<file path="src/rtl/ivt_pkg.sv">
// Package: shared control-byte layout for the interval timer.
// Assumes an 8-bit control byte; bit positions match the bus contract.
package ivt_pkg;
    typedef struct packed {
        logic       rsv7;    // unused
        logic       wdt_on;  // bit 6: watchdog enable
        logic       pck_on;  // bit 5: prescaler enable
        logic       rsv4;    // unused
        logic       clr;     // bit 3: self-clearing counter clear
        logic [2:0] sel;     // bits 2:0: prescaler tap select
    } ctrl_t;
endpackage

</file>
<file path="src/rtl/ivt_prescaler.sv">
// Module: free-running binary prescaler.
// Advances by one each clock while en is high and holds otherwise.
// Bit n of the output is the divided tap PSn.
module ivt_prescaler #(
    parameter int PS_W = 12
) (
    input  logic            clk,
    input  logic            rst_n,
    input  logic            en,
    output logic [PS_W-1:0] ps
);
    // Purpose: advance the divider chain when enabled.
    always_ff @(posedge clk) begin
        if (!rst_n)  ps <= '0;
        else if (en) ps <= ps + 1'b1;
    end

    AST_PS_HOLD: assert property (@(posedge clk) disable iff (!rst_n)
        !en |=> $stable(ps));
endmodule

</file>
<file path="src/rtl/ivt_tapsel.sv">
// Module: selects one prescaler tap and emits a one-cycle tick on its rising edge.
// Assumes PS_W >= TAP_LO + 2**SEL_W.
// A change of select may give one early tick, which is accepted.
module ivt_tapsel #(
    parameter int PS_W   = 12,
    parameter int TAP_LO = 4,
    parameter int SEL_W  = 3
) (
    input  logic             clk,
    input  logic             rst_n,
    input  logic [PS_W-1:0]  ps,
    input  logic [SEL_W-1:0] sel,
    output logic             tick
);
    localparam int NTAPS = 2 ** SEL_W;

    logic [NTAPS-1:0] taps;
    logic             tap_now;
    logic             tap_q;

    genvar gi;
    generate
        for (gi = 0; gi < NTAPS; gi++) begin : g_tap
            assign taps[gi] = ps[TAP_LO + gi];
        end
    endgenerate

    // Purpose: pick the selected tap.
    always_comb tap_now = taps[sel];

    // Purpose: remember the previous tap level for edge detection.
    always_ff @(posedge clk) begin
        if (!rst_n) tap_q <= 1'b0;
        else        tap_q <= tap_now;
    end

    // Purpose: tick on the rising edge of the chosen tap.
    always_comb tick = tap_now & ~tap_q;

    AST_TICK_SINGLE: assert property (@(posedge clk) disable iff (!rst_n)
        tick |=> !tick);
endmodule

</file>
<file path="src/rtl/ivt_counter.sv">
// Module: 8-bit interval counter with wrap flag and watchdog pulse.
// Clear has priority over a tick. A wrap sets the flag with priority over acknowledge.
module ivt_counter #(
    parameter int CNT_W = 8
) (
    input  logic             clk,
    input  logic             rst_n,
    input  logic             tick,
    input  logic             clr,
    input  logic             ack,
    output logic [CNT_W-1:0] cnt,
    output logic             irq_flag,
    output logic             wrap_pulse
);
    localparam logic [CNT_W-1:0] CNT_MAX = {CNT_W{1'b1}};

    logic wrap_now;

    // Purpose: detect a step that rolls the counter over.
    always_comb wrap_now = tick && !clr && (cnt == CNT_MAX);

    // Purpose: count up on ticks, clear on request.
    always_ff @(posedge clk) begin
        if (!rst_n)    cnt <= '0;
        else if (clr)  cnt <= '0;
        else if (tick) cnt <= cnt + 1'b1;
    end

    // Purpose: one-cycle watchdog pulse aligned with the wrap edge.
    always_ff @(posedge clk) begin
        if (!rst_n) wrap_pulse <= 1'b0;
        else        wrap_pulse <= wrap_now;
    end

    // Purpose: sticky interrupt flag, set by wrap, cleared by acknowledge.
    always_ff @(posedge clk) begin
        if (!rst_n)        irq_flag <= 1'b0;
        else if (wrap_now) irq_flag <= 1'b1;
        else if (ack)      irq_flag <= 1'b0;
    end

    AST_CLR_ZERO: assert property (@(posedge clk) disable iff (!rst_n)
        clr |=> (cnt == '0));
    AST_CNT_HOLD: assert property (@(posedge clk) disable iff (!rst_n)
        (!clr && !tick) |=> $stable(cnt));
    AST_WRAP_IRQ: assert property (@(posedge clk) disable iff (!rst_n)
        (tick && !clr && cnt == CNT_MAX) |=> (irq_flag && cnt == '0));
    AST_PULSE_ONE: assert property (@(posedge clk) disable iff (!rst_n)
        wrap_pulse |=> !wrap_pulse);
endmodule

</file>
<file path="src/rtl/ivtimer.sv">
// Module: prescaled interval timer top.
// A write at REG_ADDR loads the control byte. A read there returns the count.
// The clear bit drops itself one cycle after it is set.
module ivtimer #(
    parameter int           ADDR_W   = 8,
    parameter int           DATA_W   = 8,
    parameter int           PS_W     = 12,
    parameter int           TAP_LO   = 4,
    parameter int           SEL_W    = 3,
    parameter logic [7:0]   REG_ADDR = 8'hD3
) (
    input  logic              clk,
    input  logic              rst_n,
    input  logic [ADDR_W-1:0] bus_addr,
    input  logic              bus_wr,
    input  logic [DATA_W-1:0] bus_wdata,
    output logic [DATA_W-1:0] bus_rdata,
    input  logic              irq_ack,
    output logic              irq_flag,
    output logic              wdt_tick,
    output logic              wdt_en,
    output logic              pck_en
);
    import ivt_pkg::*;

    localparam int CNT_W = DATA_W;

    ctrl_t             ctrl;
    logic              hit;
    logic              wr_hit;
    logic [PS_W-1:0]   ps;
    logic              tick;
    logic [CNT_W-1:0]  cnt;

    // Purpose: decode the shared address.
    always_comb begin
        hit    = (bus_addr == REG_ADDR[ADDR_W-1:0]);
        wr_hit = hit && bus_wr;
    end

    // Purpose: load control on write; the clear bit drops itself afterwards.
    always_ff @(posedge clk) begin
        if (!rst_n)        ctrl <= '0;
        else if (wr_hit)   ctrl <= ctrl_t'(bus_wdata);
        else if (ctrl.clr) ctrl.clr <= 1'b0;
    end

    // Purpose: read path returns the live count at the shared address.
    always_comb begin
        bus_rdata = hit ? cnt : '0;
        wdt_en    = ctrl.wdt_on;
        pck_en    = ctrl.pck_on;
    end

    ivt_prescaler #(.PS_W(PS_W)) u_ps (
        .clk(clk), .rst_n(rst_n), .en(ctrl.pck_on), .ps(ps)
    );

    ivt_tapsel #(.PS_W(PS_W), .TAP_LO(TAP_LO), .SEL_W(SEL_W)) u_tap (
        .clk(clk), .rst_n(rst_n), .ps(ps), .sel(ctrl.sel), .tick(tick)
    );

    ivt_counter #(.CNT_W(CNT_W)) u_cnt (
        .clk(clk), .rst_n(rst_n), .tick(tick), .clr(ctrl.clr), .ack(irq_ack),
        .cnt(cnt), .irq_flag(irq_flag), .wrap_pulse(wdt_tick)
    );

    AST_CLR_SELF: assert property (@(posedge clk) disable iff (!rst_n)
        (ctrl.clr && !wr_hit) |=> !ctrl.clr);
    AST_WR_LOAD: assert property (@(posedge clk) disable iff (!rst_n)
        wr_hit |=> (pck_en == $past(bus_wdata[5]) && wdt_en == $past(bus_wdata[6])));
endmodule

</file>
<file path="config.mk">
export PLATFORM = sky130hd
export DESIGN_NAME = ivtimer
export DESIGN_NICKNAME = d
export VERILOG_FILES = /design/src/rtl/ivt_pkg.sv /design/src/rtl/ivt_prescaler.sv /design/src/rtl/ivt_tapsel.sv /design/src/rtl/ivt_counter.sv /design/src/rtl/ivtimer.sv
export SDC_FILE = /design/constraint.sdc
export NUM_CORES = 1
export LEC_CHECK = 0
export ABC_AREA = 1
export BUFFER_PORTS_ARGS = -buffer_cell sky130_fd_sc_hd__buf_4
export CORE_ASPECT_RATIO = 1.25
export CORE_UTILIZATION = 35
export CTS_CLUSTER_SIZE = 25
export DETAILED_ROUTE_END_ITERATION = 12
export HOLD_SLACK_MARGIN = 0.05
export SYNTH_ARGS = -nofsm -noshare
export SYNTH_HDL_FRONTEND = slang
export SYNTH_SLANG_ARGS = --single-unit
</file>
<file path="constraint.sdc">
create_clock -name clk -period 1.3 [get_ports clk]
set_input_delay 0.065 -clock clk [delete_from_list [all_inputs] [get_ports clk]]
set_output_delay 0.065 -clock clk [all_outputs]
set_load 0.03 [all_outputs]
</file>
---- After elaboration in Yosys (flattened, before gate mapping) ----
Cells that the tools add are included.
word-level totals
  flip-flop bits (word level) ............. 29
  input port bits ......................... 20
  output and inout bits ................... 12
  word-level logic and storage cells ...... 29
operators by class
  add/subtract/negate cells ............... 2
  magnitude comparators ................... 1
  equality and inequality tests ........... 2
  mux-type cells .......................... 5
  bitwise gates (word level) .............. 3
  reductions and logical operators ........ 7
operators with widths
  kind                     count
  $eq A8 B8 Y1 const B     2
  $add A12 B1 Y12 const B  1
  $add A8 B1 Y8 const B    1
  $mux W8                  1
  $lt A3 B4 Y1 const B     1
  $bmux W1 S3              1
  $logic_and A1 B1 Y1      3
  $mux W1                  3
  $not A1 Y1               2
  $reduce_and A2 Y1        1
  $reduce_bool A2 Y1       1
  $reduce_or A2 Y1         1
  $and A1 B1 Y1            1
  $logic_not A1 Y1         1

---- Depth between registers and ports, before layout ----
  depth after elaboration ................. 6
  gate-level depth with buffers ........... 8
  depth with buffers taken out ............ 8

---- Modules after synthesis ----
Synthesis repeated with hierarchy kept, for this count alone.
unflattened totals
  cell total of the unflattened synthesis .. 238
  area total of the unflattened synthesis .. 1595.3 um^2
modules (own cells, without submodules)
  module         times used  cells an instance  area each (um^2)  sequential area each (um^2)
  ivt_prescaler  1           80                 611.8             240.2
  ivt_counter    1           58                 442.9             200.2
  ivtimer        1           70                 404.1             120.1
  ivt_tapsel     1           30                 136.4             20.0

---- Worst setup path before layout ----
No wires, ideal clock.
  kind .................................... register to register
  start ................................... reg ctrl (netlist bit pck_en)
  end ..................................... reg u_ps.ps[9]
  library setup time ...................... 115 ps
  data arrival time ....................... 1229 ps
  data required time ...................... 1185 ps
  path slack .............................. -43 ps
  stages on the path, launching flop included .. 7
  buffers on the path ..................... 0
  period minus slack after synthesis ...... 1343 ps
  path through ............................ dfxtp_1 -> nand2_1 -> nor2_2 -> nand4_1 -> nor2_1 -> a21oi_1 -> o21a_1
RTL lines
  element                 RTL line             RTL
  start, declared         ivtimer.sv:28        ctrl_t ctrl;
  start signal, assigned  ivtimer.sv:44        else if (wr_hit) ctrl <= ctrl_t'(bus_wdata);
  end signal, assigned    ivt_prescaler.sv:15  else if (en) ps <= ps + 1'b1;
  end, declared           ivt_prescaler.sv:10  output logic [PS_W-1:0] ps

---- Final worst setup path ----
  start ................................... reg u_ps.ps[1]
  end ..................................... reg u_ps.ps[8]
on the way
  longest elaborated chain between the ends .. 1
ends and longest elaborated chain
  element          RTL line
  $add A12 B1 Y12  ivt_prescaler.sv:15
No other way between the ends.
A chain may end at the register's enable or synchronous reset.

==> run summary <==
Crit Path Max Fanout: 3
Remaining antenna violation count: 0
Mapped Area: 0.00149 mm2
Final Hold Viols: 0
RSZ-0062 raised after global routing: yes
#FFs+latches synth: 29
Top cell type's share of synthesized area: 39.0%
Share of post-route cells with drive strength above 1: 31.5%
Max VDD drop: 0.000678 V
Core area: 0.00410 mm2
Total Power: 0.00169 W
P per Cell Area: 845 mW/mm2
Yosys warning count: 0
Synth Area in Adders: 1.68%
Via count: 1,456
GRT Total Usage: 16.2%
IO Pins: 32
CTS tree: yes
CTS H-tree depth: 2
Worst-Margin Slew: 0.295 ns
P_sw: 0.000343 W
First-pass GRT wire length: 5360 um
Final WL: 3300 um
Cell Area, Placed: 0.00184 mm2
Mux cell area share after synthesis: 0%
CP required: 1.46 ns
Synth Area in Compound Gates: 11.1%
Vias in the first global route: 1,319
Reg area: 592 um2
Initial antenna violation count: 0
DRC errors left: 0
Synth top area cells: dfxtp_1, nand2_1, a21oi_1
Finished Layout Cells: 313
Vias per cell: 4.65
# port buffers: 29
Post-synth net total: 232
Period minus WS final: 1.22 ns
Chip Width: 60.4 um
Commonest cells after routing, fill and taps aside: nand2_1, buf_4, inv_1, dfxtp_1, nor2_1
Die Span Y: 75.0 um
Initial DRC Count: 94
Drt pass-1 iters: 4
DR WL/cell: 10.5 um
Root Driver: clkbuf_8
Layout net count: 279
Final Cell Area: 0.00201 mm2
Synth area leader: dfxtp_1
Sink Count: 29
Skew final: 0.00448 ns
Pins Over Slew Limit: 0
Status: finished clean
Syn_area_per_cell: 7.10 um2
Largest net degree at the start of global routing: 11
Post-Synth Simple-Gate Area: 38.2%
Max Fclk: 0.820 GHz
Longest Clk Path Bufs: 2
CP startpoint kind: flip-flop
Critical path class: reg -> reg
CP Capture Type: flip-flop
Initial Util: 36.4%
Final setup violation count: 0
Syn Inst Count: 210
Placed Cells: 302
Filler cells: 431
Switch share: 20.2%
Core Rows: 26
Clock group share of total power: 42.9%
Max Cap Violations: 0
Grt ovf: 0
Clock buffer count from CTS: 5
Internal: 0.00135 W
Pleak: 0.766 nW
P&R area growth vs syn: 34.6%
GP Congestion: 0.807
Combinational share of power: 4.7%
Crit path DAT: 1.38 ns
Commonest non-fill, non-tap cell in the layout: nand2_1
Sequential fraction of the synthesis area: 39.0%
Flop pwr share: 52.4%
Relative slew margins: 80.3%
Die Area: 0.00452 mm2
Final worst path period share: 93.8%
DP HPWL: 2480 um
Hold crit path type: in -> reg
Synth Area in XOR/XNOR: 2.94%
N_diodes: 0
Largest family of logic cells by synthesized area: simple AND/OR/NAND/NOR gates
Clk Latency, worst-skew pair: 0.28 ns
Count of different cell masters after synthesis: 28
Reg clk slew, reported paths: 0.06 ns
Area of the multi-input gates: 847 um2
[through the flow]
step,hold slack [ns],TNS [ns],setup WS (ns),util [%]
finish,0.0747,0,0.0808,48.9
detailed placement,0.310,0,0.0382,44.8
CTS,0.0695,0,0.0267,47.4
global route,0.0658,-0.0433,-0.0265,48.9
global placement,0.306,0,0.0288,44.8
floorplan,0.192,0,0.0763,-
[flip-flops by register name, summed over array words and instances (netlist names)]
| signal | flops |
|---|---|
| u_ps.ps | 12 |
| u_cnt.cnt | 8 |
| ctrl | 4 |
| pck_en | 1 |
| u_cnt.irq_flag | 1 |
| u_cnt.wrap_pulse | 1 |
| u_tap.tap_q | 1 |
| wdt_en | 1 |
[Yosys cell counts (all sizes together)]
library cell	count
ha	2
nand4	7
o21ai	5
and2	1
clkinv	1
o21a	1
nand3	19
clkbuf	1
dfxtp	29
a211oi	5
nor3b	1
nand3b	1
xor2	5
nor3	6
buf	1
nor2	29
nand2	51
inv	25
nor4	1
a21oi	19
[routing by layer]
layer | global-route usage [%] | share of wire [%] | up-vias
li1 | - | - | 782
met1 | 17.6 | 40 | 652
met2 | 28.4 | 55 | 16
met3 | 5.15 | 2.7 | 6
met4 | 6.98 | 1.7 | 0
met5 | 0 | 0 | -
[area by class of cell]
cell class	count	share of cell area (%)
sequential	29	29.5
clock buffer	7	4.30
inverter	26	4.87
tap	56	3.49
timing repair buffer	41	15.6
multi-input combinational	154	42.2
[cells by family after synthesis]
kind of cell    after synthesis
compound gates               30
simple gates                116
xor+xnor                      5
fa+ha+maj                     2
buf+inv                      28
flops                        29
[final timing paths]
check,from,endpoint,slack (ns),depth (start not counted)
worst max-delay path,u_ps.ps[1],u_ps.ps[8],0.08,6
worst min-delay path,bus_wdata[0],ctrl[0],0.07,3
worst max register to register,u_ps.ps[1],u_ps.ps[8],0.08,6
worst min register to register,wdt_en,wdt_en,0.46,2
[power by group through the flow]
stage | logic, W | registers (W) | clock network, W
after floorplan | 0.0000263 | 0.000910 | 0
after global placement | 0.0000744 | 0.000910 | 0
after detailed placement | 0.0000756 | 0.000910 | 0
after CTS | 0.0000805 | 0.000890 | 0.000759
after global routing | 0.0000890 | 0.000887 | 0.000802
final | 0.0000799 | 0.000888 | 0.000727
[worst max-delay path, cell delays in order (launching register included)]
cell and delay, ns:
dfxtp_1 0.35, ha_2 0.21, nand3_2 0.13, nor2_2 0.12, nand2_1 0.09, o21ai_1 0.15
a21oi_1 0.06
[what timing repair did]
item                                    CTS  global route
buffers inserted                          0             1
hold buffers                              2             0
hold endpoints to repair                  2             0
gates resized for setup                   0            18
endpoints found under the setup margin    0            14
Note: power is estimated with default switching activity, not from simulation.
